===== src/rtl/sb_pkg.sv =====
// Shared definitions for the stream buffer.
// Assumes nothing beyond IEEE 1800-2017.
package sb_pkg;
    // Outcome of one probe against the oldest ring entry.
    typedef enum logic [1:0] {
        PRB_IDLE  = 2'd0,   // no probe, or the cache hit
        PRB_FILL  = 2'd1,   // oldest entry matches and is present
        PRB_STALL = 2'd2,   // oldest entry matches, data in flight
        PRB_ALLOC = 2'd3    // cache missed elsewhere: rebuild ring
    } prb_act_e;
endpackage


===== src/rtl/sb_seq.sv =====
// Control for the stream buffer: decides the probe outcome, keeps the ring
// head, the count of slots still to be requested, the generation bit and
// the next sequential block to assign.
// Assumes DEPTH is a power of two, at least 2.
module sb_seq
    import sb_pkg::*;
#(
    parameter int DEPTH  = 4,
    parameter int ADDR_W = 32
) (
    input  logic                      clk,
    input  logic                      rst_n,
    input  logic                      prb_valid,
    input  logic [ADDR_W-1:0]         prb_blk,
    input  logic                      prb_cache_hit,
    input  logic [ADDR_W-1:0]         head_blk,
    input  logic                      head_rdy,
    input  logic                      mreq_ready,
    output prb_act_e                  act,
    output logic [$clog2(DEPTH)-1:0]  head_idx,
    output logic [$clog2(DEPTH)-1:0]  iss_idx,
    output logic                      mreq_valid,
    output logic                      gen,
    output logic [ADDR_W-1:0]         next_blk
);
    localparam int PTR_W = $clog2(DEPTH);
    localparam int CNT_W = PTR_W + 1;

    logic             active;
    logic [CNT_W-1:0] iss_cnt;
    logic             head_match;
    logic             issue;

    // Classify the current probe.
    always_comb begin
        head_match = active && (prb_blk == head_blk);
        act        = PRB_IDLE;
        if (prb_valid && !prb_cache_hit) begin
            if (!head_match)   act = PRB_ALLOC;
            else if (head_rdy) act = PRB_FILL;
            else               act = PRB_STALL;
        end
    end

    // Unrequested slots are the youngest iss_cnt ones of the ring.
    assign iss_idx    = head_idx - iss_cnt[PTR_W-1:0];
    assign mreq_valid = active && (iss_cnt != '0);
    assign issue      = mreq_valid && mreq_ready;

    // Ring bookkeeping: rebuild on a miss, advance on a fill.
    always_ff @(posedge clk) begin
        if (!rst_n) begin
            active   <= 1'b0;
            head_idx <= '0;
            iss_cnt  <= '0;
            gen      <= 1'b0;
            next_blk <= '0;
        end else if (act == PRB_ALLOC) begin
            active   <= 1'b1;
            head_idx <= '0;
            iss_cnt  <= CNT_W'(DEPTH);
            gen      <= ~gen;
            next_blk <= prb_blk + ADDR_W'(DEPTH + 1);
        end else begin
            if (act == PRB_FILL) begin
                head_idx <= head_idx + PTR_W'(1);
                next_blk <= next_blk + ADDR_W'(1);
            end
            iss_cnt <= iss_cnt + CNT_W'(act == PRB_FILL) - CNT_W'(issue);
        end
    end

    a_r2_cnt_bound: assert property (@(posedge clk) disable iff (!rst_n)
        iss_cnt <= CNT_W'(DEPTH));
    a_r4_refill_pending: assert property (@(posedge clk) disable iff (!rst_n)
        (act == PRB_FILL) |=> (iss_cnt != '0));
    a_r5_stall_keeps_head: assert property (@(posedge clk) disable iff (!rst_n)
        (act == PRB_STALL) |=> ($stable(head_idx) && $stable(gen)));
    a_r9_gen_flip: assert property (@(posedge clk) disable iff (!rst_n)
        (act == PRB_ALLOC) |=> (gen != $past(gen)));
endmodule


===== src/rtl/sb_store.sv =====
// Entry storage for the stream buffer: per slot a block address, a
// present bit and the data. Rebuild rewrites every slot; a fill rewrites
// the retired slot with the next block; a response sets one slot present.
// Assumes a retired slot never has a response in flight.
module sb_store #(
    parameter int DEPTH  = 4,
    parameter int ADDR_W = 32,
    parameter int DATA_W = 64
) (
    input  logic                              clk,
    input  logic                              rst_n,
    input  logic                              alloc,
    input  logic [ADDR_W-1:0]                 alloc_blk,
    input  logic                              pop,
    input  logic [$clog2(DEPTH)-1:0]          pop_idx,
    input  logic [ADDR_W-1:0]                 refill_blk,
    input  logic                              rsp_we,
    input  logic [$clog2(DEPTH)-1:0]          rsp_idx,
    input  logic [DATA_W-1:0]                 rsp_data,
    output logic [DEPTH-1:0][ADDR_W-1:0]      blk_q,
    output logic [DEPTH-1:0]                  rdy_q,
    output logic [DEPTH-1:0][DATA_W-1:0]      dat_q
);
    localparam int PTR_W = $clog2(DEPTH);

    for (genvar i = 0; i < DEPTH; i++) begin : g_slot
        // Update one slot from rebuild, retirement or a response.
        always_ff @(posedge clk) begin
            if (!rst_n) begin
                blk_q[i] <= '0;
                rdy_q[i] <= 1'b0;
                dat_q[i] <= '0;
            end else if (alloc) begin
                blk_q[i] <= alloc_blk + ADDR_W'(i + 1);
                rdy_q[i] <= 1'b0;
            end else begin
                if (pop && pop_idx == PTR_W'(i)) begin
                    blk_q[i] <= refill_blk;
                    rdy_q[i] <= 1'b0;
                end
                if (rsp_we && rsp_idx == PTR_W'(i)) begin
                    rdy_q[i] <= 1'b1;
                    dat_q[i] <= rsp_data;
                end
            end
        end
    end

    a_r9_no_clash: assert property (@(posedge clk) disable iff (!rst_n)
        !(pop && rsp_we && !alloc && pop_idx == rsp_idx));
    a_r4_pop_present: assert property (@(posedge clk) disable iff (!rst_n)
        (pop && !alloc) |=> !rdy_q[$past(pop_idx)]);
endmodule


===== src/rtl/stream_prefetch_buf.sv =====
// Sequential prefetch stream buffer. Probed alongside the cache; serves
// the oldest prefetched block on a cache miss, rebuilds itself on any
// other cache miss, and keeps DEPTH sequential blocks requested ahead.
// Assumes memory answers in request order and DEPTH is a power of two.
module stream_prefetch_buf
    import sb_pkg::*;
#(
    parameter int DEPTH  = 4,
    parameter int ADDR_W = 32,
    parameter int DATA_W = 64,
    localparam int PTR_W = $clog2(DEPTH),
    localparam int TAG_W = PTR_W + 1
) (
    input  logic              clk,
    input  logic              rst_n,
    input  logic              prb_valid,
    input  logic [ADDR_W-1:0] prb_blk,
    input  logic              prb_cache_hit,
    output logic              prb_stall,
    output logic              fill_valid,
    output logic [ADDR_W-1:0] fill_blk,
    output logic [DATA_W-1:0] fill_data,
    output logic              mreq_valid,
    input  logic              mreq_ready,
    output logic [ADDR_W-1:0] mreq_blk,
    output logic [TAG_W-1:0]  mreq_tag,
    input  logic              mrsp_valid,
    input  logic [TAG_W-1:0]  mrsp_tag,
    input  logic [DATA_W-1:0] mrsp_data
);
    prb_act_e                    act;
    logic [PTR_W-1:0]            head_idx;
    logic [PTR_W-1:0]            iss_idx;
    logic                        gen;
    logic [ADDR_W-1:0]           next_blk;
    logic [DEPTH-1:0][ADDR_W-1:0] blk_q;
    logic [DEPTH-1:0]            rdy_q;
    logic [DEPTH-1:0][DATA_W-1:0] dat_q;
    logic                        rsp_we;

    sb_seq #(.DEPTH(DEPTH), .ADDR_W(ADDR_W)) i_seq (
        .clk           (clk),
        .rst_n         (rst_n),
        .prb_valid     (prb_valid),
        .prb_blk       (prb_blk),
        .prb_cache_hit (prb_cache_hit),
        .head_blk      (blk_q[head_idx]),
        .head_rdy      (rdy_q[head_idx]),
        .mreq_ready    (mreq_ready),
        .act           (act),
        .head_idx      (head_idx),
        .iss_idx       (iss_idx),
        .mreq_valid    (mreq_valid),
        .gen           (gen),
        .next_blk      (next_blk)
    );

    // Accept only responses that belong to the current ring.
    assign rsp_we = mrsp_valid && (mrsp_tag[TAG_W-1] == gen);

    sb_store #(.DEPTH(DEPTH), .ADDR_W(ADDR_W), .DATA_W(DATA_W)) i_store (
        .clk        (clk),
        .rst_n      (rst_n),
        .alloc      (act == PRB_ALLOC),
        .alloc_blk  (prb_blk),
        .pop        (act == PRB_FILL),
        .pop_idx    (head_idx),
        .refill_blk (next_blk),
        .rsp_we     (rsp_we),
        .rsp_idx    (mrsp_tag[PTR_W-1:0]),
        .rsp_data   (mrsp_data),
        .blk_q      (blk_q),
        .rdy_q      (rdy_q),
        .dat_q      (dat_q)
    );

    // Drive the probe, fill and request ports from the ring.
    assign prb_stall  = (act == PRB_STALL);
    assign fill_valid = (act == PRB_FILL);
    assign fill_blk   = blk_q[head_idx];
    assign fill_data  = dat_q[head_idx];
    assign mreq_blk   = blk_q[iss_idx];
    assign mreq_tag   = {gen, iss_idx};

    a_r4_fill_excl: assert property (@(posedge clk) disable iff (!rst_n)
        !(fill_valid && prb_stall));
    a_r2_first_req: assert property (@(posedge clk) disable iff (!rst_n)
        (act == PRB_ALLOC) |=> (mreq_valid && mreq_blk == $past(prb_blk) + ADDR_W'(1)
                                && mreq_tag[PTR_W-1:0] == '0));
    a_r3_hold: assert property (@(posedge clk) disable iff (!rst_n)
        (mreq_valid && !mreq_ready && act != PRB_ALLOC)
        |=> (mreq_valid && $stable(mreq_blk) && $stable(mreq_tag)));
    a_r5_stall_hold: assert property (@(posedge clk) disable iff (!rst_n)
        prb_stall |=> $stable(fill_blk));
    a_r7_cache_hit_quiet: assert property (@(posedge clk) disable iff (!rst_n)
        (prb_valid && prb_cache_hit) |=> $stable(fill_blk));
    a_r8_stale_ignored: assert property (@(posedge clk) disable iff (!rst_n)
        (mrsp_valid && mrsp_tag[TAG_W-1] != gen && act != PRB_ALLOC && act != PRB_FILL)
        |=> $stable(rdy_q));
endmodule


===== config.mk =====
export PLATFORM = sky130hd
export DESIGN_NAME = stream_prefetch_buf
export DESIGN_NICKNAME = d
export VERILOG_FILES = /design/src/rtl/sb_pkg.sv /design/src/rtl/sb_seq.sv /design/src/rtl/sb_store.sv /design/src/rtl/stream_prefetch_buf.sv
export SDC_FILE = /design/constraint.sdc
export NUM_CORES = 1
export LEC_CHECK = 0
export BUFFER_PORTS_ARGS = -buffer_cell sky130_fd_sc_hd__clkbuf_2
export CORE_MARGIN = 2
export CORE_UTILIZATION = 40
export CTS_CLUSTER_SIZE = 14
export DETAILED_ROUTE_END_ITERATION = 10
export GPL_TIMING_DRIVEN = 0
export HOLD_SLACK_MARGIN = 0.06
export SLEW_MARGIN = 20
export SYNTH_ARGS = -nofsm -noshare
export SYNTH_HDL_FRONTEND = slang
export SYNTH_SLANG_ARGS = --single-unit
export TNS_END_PERCENT = 30

===== constraint.sdc =====
create_clock -name clk -period 4.05 [get_ports clk]
set_input_delay 0.6075 -clock clk [delete_from_list [all_inputs] [get_ports clk]]
set_output_delay 0.6075 -clock clk [all_outputs]
set_load 0.05 [all_outputs]

* Word-level counts from Yosys, hierarchy flattened *
Index checks and enable logic that the tools add are counted.

storage, ports and cells
  bits in registers = 427
  word-level logic and storage cells = 105

cells by class
  $add $sub $neg = 10
  order comparisons = 2
  eq/ne operators = 11
  mux-type cells = 30
  bitwise operators = 3
  reduce and logical (&&, ||, !) cells = 31

operators by type and width
  kind                     number
  $mux W32                 12
  $bmux W32 S2             2
  $bmux W64 S2             1
  $add A32 B1 Y32 const B  2
  $add A32 B2 Y32 const B  2
  $add A32 B3 Y32 const B  2
  $mux W64                 1
  $eq A32 B32 Y1           1
  $reduce_bool A2 Y1       9
  $logic_and A1 B1 Y1      13
  $eq A2 B2 Y1 const B     6
  $mux W1                  9
  $reduce_and A2 Y1        4
  $eq A2 B1 Y1 const B     3
  $lt A2 B3 Y1 const B     2
  $mux W2                  3
  $logic_not A2 Y1         2
  $add A3 B1 Y3            1
  $mux W3                  1
  $not A1 Y1               3
  $reduce_bool A3 Y1       1
  $sub A3 B1 Y3            1
  $add A2 B1 Y2 const B    1
  $bmux W1 S2              1
  4 further kinds          4

* Depth between registers and ports, before layout *
  word-level depth = 10
  depth in mapped cells = 17
  mapped depth without buffers = 13

* By module *
From an unflattened synthesis, not the netlist that was laid out.

second synthesis, totals
  cell total of the unflattened synthesis = 2,653
  area total of the unflattened synthesis = 23,296.1 um2

by module, submodules not included
  module               times used  cells an instance  area each (um2)
  sb_store             1           2,080              16,950.0
  sb_seq               1           409                3,211.8
  stream_prefetch_buf  1           164                3,134.3

* Worst setup path before layout *
No wires, ideal clock.

  kind = flip-flop to output port
  from = reg i_seq.head_idx[0]
  to = out prb_stall
  arrival = 3.722 ns
  data required time = 3.442 ns
  path slack = -0.279 ns
  stages on the path, launching flop included = 10
  path buffers = 3
  cell sequence = dfxtp_1 buf_6 buf_2 clkbuf_1 nor2_1 a21oi_1 o2111ai_1 nor4_1 nand3_1 nor3_1

between the ends
  longest elaborated chain between the ends = 7
  elaborated cells on any way between the ends = 10
  those cells by class = eq/ne (2); mux (7); reduce/logical (1)

ends and longest elaborated chain
  item                    RTL line                   source
  from (decl)             sb_seq.sv:20               output logic [$clog2(DEPTH)-1:0] head_idx,
  from (signal assigned)  sb_seq.sv:66               head_idx <= head_idx + PTR_W'(1);
  $bmux W32 S2            n/a
  $mux W32                n/a
  named net fill_blk[11]  stream_prefetch_buf.sv:21  output logic [ADDR_W-1:0] fill_blk,
  $eq A32 B32 Y1          sb_seq.sv:36               head_match = active && (prb_blk == head_blk);
  $logic_and A1 B1 Y1     sb_seq.sv:36
  $mux W2                 sb_seq.sv:39               if (!head_match) act = PRB_ALLOC;
  $mux W2                 sb_seq.sv:38               if (prb_valid && !prb_cache_hit) begin
  $eq A2 B2 Y1            stream_prefetch_buf.sv:78  assign prb_stall = (act == PRB_STALL);
  to (decl)               stream_prefetch_buf.sv:19  output logic prb_stall,

The timed path passes the listed nets, and every way through them passes these cells. The select of a mux whose other input is x is not followed.

* Final worst setup path *
  from = reg i_seq.head_idx[1]
  to = out prb_stall

between the ends
  longest elaborated chain between the ends = 7
  elaborated cells on any way between the ends = 10
  those cells by class = eq/ne (2); mux (7); reduce/logical (1)

ends and longest elaborated chain
  item                            RTL line                   source
  $bmux W32 S2                    stream_prefetch_buf.sv:47  .head_blk (blk_q[head_idx]),
  $mux W32 (not written as such)  stream_prefetch_buf.sv:47
  $eq A32 B32 Y1                  sb_seq.sv:36
  $logic_and A1 B1 Y1             sb_seq.sv:36
  $mux W2 *                       sb_seq.sv:39
  $mux W2 *                       sb_seq.sv:38
  $eq A2 B2 Y1 *                  stream_prefetch_buf.sv:78

Mark *: on every way between the ends. The rest lies on a longest branch, timed or not. The select of a mux whose other input is x is not followed.

==> PnR_summary.wiki <==
{| class="wikitable"
! Metric !! Value
|-
| Setup TNS Final || -0.05802 ns
|-
| Net count of the mapped netlist || 2698
|-
| PortBufs || 219
|-
| Global route total overflow || 0
|-
| Clk Latency, worst-skew pair || 0.63 ns
|-
| Status || finished with violations
|-
| Crit path setup slack, layout || -0.02343 ns
|-
| Worst supply voltage drop on vdd || 0.3729 mV
|-
| Sum of routed wire length over all layers || 105.5 mm
|-
| Relative area change from synthesis to final layout || 23.09%
|-
| Ys async rst share || 0%
|-
| Number of buffers between clock root and the deepest sink || 3
|-
| Number of CTS-inserted buffers || 49
|-
| Busiest grt layer || met2
|-
| Worst relative slew slack || 19.06%
|-
| Fin Hold WS || 0.3048 ns
|-
| Vias/cell || 6.090
|-
| Number of warning messages in the yosys log || 0
|-
| FF-to-FF Start || i_seq.head_idx[0]$_SDFFE_PP0P_
|-
| Vias || 22570
|-
| Cell mode on critical path || sky130_fd_sc_hd__buf_16
|-
| Quantity of hold-fixing buffers added after cts || 0
|-
| Number of violations of the max-capacitance limit || 0
|-
| Actual slew at the worst max-slew pin || 1.214 ns
|-
| Post-CTS clock slew at the launch and capture registers of the worst setup and hold paths || 0.06 ns
|-
| Mapped cell area || 23740 um^2
|-
| Crit Path Category || flip-flop to output pin
|-
| Number of instances in the synthesized netlist || 2577
|-
| Placed cell count || 3571
|-
| Final instance count without filler cells || 3706
|-
| Distinct cell type count of the synthesized netlist || 75
|-
| Ordered cell list for the critical path || buf_12 > buf_16 > buf_16 > mux2i_4 > o32ai_2 > a311oi_2 > o2111ai_4 > nor4_4 > nand3_2 > nor3_2 > clkbuf_8
|-
| Global-route wire length before repair || 151.3 mm
|-
| Initial standard-cell utilization of the core || 40.37%
|-
| Die boundary height || 247.6 um
|-
| Largest net degree at the start of global routing || 15
|-
| GR Util met3 || 6.661%
|-
| Static Leakage || 0.01109 uW
|-
| Combinational share of power || 14.8%
|-
| Highest clock frequency the design can meet || 245.5 MHz
|-
| Overall die width || 247.6 um
|-
| # setup viols final || 8
|-
| Register area share after synthesis || 36.01%
|-
| Core Area || 58800 um^2
|-
| Worst setup path startpoint || i_seq.head_idx[1]$_SDFFE_PP0P_
|-
| Antenna Violating Nets Remaining || 0
|-
| Wirelength per Cell || 28.47 um
|-
| Net Switching || 3198 uW
|-
| Share of layout cells above drive strength 1 || 23.50%
|-
| Clk sinks || 427
|-
| Data required time at the worst endpoint || 3.44 ns
|-
| Most common cell after layout, fill and taps aside || sky130_fd_sc_hd__nand2_1
|-
| Cell type of the slowest stage on the worst timing path || sky130_fd_sc_hd__a311oi_2
|-
| Number of iterations in the first detailed-routing pass || 6
|-
| Pint || 7646 uW
|-
| CTS HTree Levels || 2
|-
| Number of global-route vias before repair || 22260
|-
| Hold crit path type || input pin to flip-flop
|-
| CTS Root Cell || sky130_fd_sc_hd__clkbuf_16
|-
| Layout Utilization || 49.69%
|-
| Stage delay of the slowest cell on the critical path || 0.38 ns
|-
| Met2 Use GR || 53.86%
|-
| CP max FO || 6
|-
| Placement row count || 89
|-
| Final clock period utilization by the worst path || 100.6%
|-
| Number of nets in the layout || 3015
|-
| Endpoints failing hold || 0
|-
| Detailed-route DRC error count || 0
|-
| Power per unit of standard cell area || 371.2 nW/um^2
|-
| Arr. time, crit path || 3.47 ns
|-
| Total I/O pin count || 239
|-
| Post-synth EDFFs || 0
|-
| Violated checks || setup timing
|-
| Detailed Place HPWL || 76.71 mm
|-
| Final setup skew || 0.01906 ns
|-
| TritonCTS clock tree || done
|-
| RSZ-0062 raised after global routing || true
|-
| Seq pwr share || 41.5%
|-
| Startpoint of the most critical hold path || mrsp_data[4]
|-
| Register bit total from synthesis || 427
|-
| Top library cells by usage in the layout, fill and taps aside || 531 x sky130_fd_sc_hd__nand2_1, 425 x sky130_fd_sc_hd__dfxtp_1, 340 x sky130_fd_sc_hd__mux2i_1
|-
| Total die area || 61310 um^2
|-
| Initial antenna violation count || 2
|-
| Nature of the critical path startpoint || flip-flop
|-
| Post-layout minimum cycle time || 4.073 ns
|-
| Clock power share || 43.6%
|-
| Routability congestion estimate from global placement || 0.9996
|-
| Post-synthesis area per instance || 9.211 um^2
|-
| Met1 Usage GRT || 42.71%
|-
| Endpoint type of the worst setup path || output pin
|-
| DRT iter0 DRCs || 2349
|-
| Switching fraction of total power || 29.49%
|-
| Overall fraction of global-route tracks in use || 33.81%
|-
| Final count of pins violating max slew || 0
|-
| Top flip-flop cell by instance count after synthesis || sky130_fd_sc_hd__dfxtp_1
|}
-- synth_stat cells, types with 5 or more instances --
cell type / instances / area [um^2]
sky130_fd_sc_hd__mux4_2: 119 / 2680
sky130_fd_sc_hd__and2_1: 10 / 62.56
sky130_fd_sc_hd__and3_1: 21 / 131.4
sky130_fd_sc_hd__o21ai_0: 131 / 655.6
sky130_fd_sc_hd__inv_1: 19 / 71.32
sky130_fd_sc_hd__a22oi_1: 11 / 82.58
sky130_fd_sc_hd__o31a_1: 9 / 78.83
sky130_fd_sc_hd__nor3_1: 42 / 210.2
sky130_fd_sc_hd__a211oi_1: 6 / 45.04
sky130_fd_sc_hd__nand3_1: 69 / 345.3
sky130_fd_sc_hd__nor2b_1: 6 / 37.54
sky130_fd_sc_hd__xnor2_1: 123 / 1077
sky130_fd_sc_hd__nor2_1: 80 / 300.3
sky130_fd_sc_hd__o22ai_1: 5 / 31.28
sky130_fd_sc_hd__or3_1: 6 / 37.54
sky130_fd_sc_hd__buf_1: 26 / 97.59
sky130_fd_sc_hd__and4_1: 5 / 43.79
sky130_fd_sc_hd__nand2_1: 531 / 1993
sky130_fd_sc_hd__a31oi_1: 55 / 344.1
sky130_fd_sc_hd__nor4_1: 9 / 56.30
sky130_fd_sc_hd__or2_2: 8 / 50.05
sky130_fd_sc_hd__nand2b_1: 10 / 62.56
sky130_fd_sc_hd__buf_4: 26 / 195.2
sky130_fd_sc_hd__ha_1: 15 / 187.7
sky130_fd_sc_hd__clkbuf_1: 143 / 536.8
sky130_fd_sc_hd__mux2i_1: 355 / 3553
sky130_fd_sc_hd__buf_2: 39 / 195.2
sky130_fd_sc_hd__a21oi_1: 98 / 490.5
sky130_fd_sc_hd__dfxtp_1: 427 / 8548
sky130_fd_sc_hd__mux2_2: 7 / 78.83
sky130_fd_sc_hd__nand4_1: 26 / 162.7
sky130_fd_sc_hd__xor2_1: 54 / 473.0
sky130_fd_sc_hd__buf_6: 6 / 67.56
sky130_fd_sc_hd__or4_1: 8 / 60.06
-- sequential cells by signal, summed over array words and instances (netlist names) --
name            cells
i_store.dat_q     256
i_store.blk_q     128
i_seq.next_blk     32
i_store.rdy_q       4
i_seq.iss_cnt       3
i_seq.head_idx      2
i_seq.active        1
i_seq.gen           1
-- per-stage QoR --
step / power (uW) / cell area, um^2 / setup slack [ns]
2_1_floorplan: 5494 / 23740 / -0.01393
3_3_place_gp: 6028 / 25800 / -2.184
3_5_place_dp: 6051 / 25840 / -2.150
4_1_cts: 10800 / 28710 / -0.09388
5_1_grt: 11140 / 29220 / -0.05376
6_report: 10840 / 29220 / -0.02343
-- kinds of logic (layout without fill, tap and decap cells) --
family	Yosys count	in the layout	share of synthesized area [%]
compound gates	363	363	9.051
mux	483	483	26.81
buf+inv	260	615	4.918
xor+xnor	178	178	6.600
other cells	0	1	0
simple gates	850	850	15.73
flops	427	427	36.01
fa+ha+maj	16	16	0.8750
-- what timing repair did --
| action | 4_1_cts | 5_1_grt |
|---|---|---|
| buffers inserted | 33 | 12 |
| hold endpoints to repair | 0 | 0 |
| resized for setup | 228 | 118 |
| gates cloned | 3 | 0 |
| setup endpoints to repair | 535 | 379 |
| pin swaps | 9 | 14 |
-- critical path: cells and delay by family (launching register included) --
kind            cells  cell delay [ns]
compound gates      3             0.74
buf+inv             4             0.72
mux                 1             0.29
simple gates        3             0.70
flops               1             0.37
-- layer usage --
metal,vias up,share of wire [%]
li1,9761,-
met1,11190,39
met2,1301,45
met3,319,9.0
met4,2,6.4
met5,-,0.012
-- layout make-up --
cell class              instances  area (um^2)
fillers                      5574        29580
multi-input cells            1890        14570
flip-flops and latches        427         8556
repair buffers                268         1700
plain buffers                 238         1628
clock buffers                  64         1393
well taps                     773        967.2
clock inverters                25        321.6
inverters                      20        82.58
diodes                          1        2.502
-- worst paths after layout --
path	to	slack, ns	cells past startpoint
setup / recovery	prb_stall	-0.02	11
hold / removal	i_store.dat_q[4]$_SDFFE_PN0P_	0.30	3
hold reg to reg	i_store.dat_q[140]$_SDFFE_PN0P_	0.45	2
setup reg to reg	i_store.rdy_q[1]$_SDFFE_PP0P_	-0.02	12
-- power by group through the flow --
| stage | Combinational [uW] | Sequential (uW) | Clock, uW |
|---|---|---|---|
| 2_1_floorplan | 964 | 4530 | 0 |
| 3_3_place_gp | 1460 | 4570 | 0 |
| 3_5_place_dp | 1470 | 4580 | 0 |
| 4_1_cts | 1530 | 4490 | 4770 |
| 5_1_grt | 1670 | 4520 | 4950 |
| 6_report | 1610 | 4500 | 4730 |
Power figures use the tool's default switching activity.
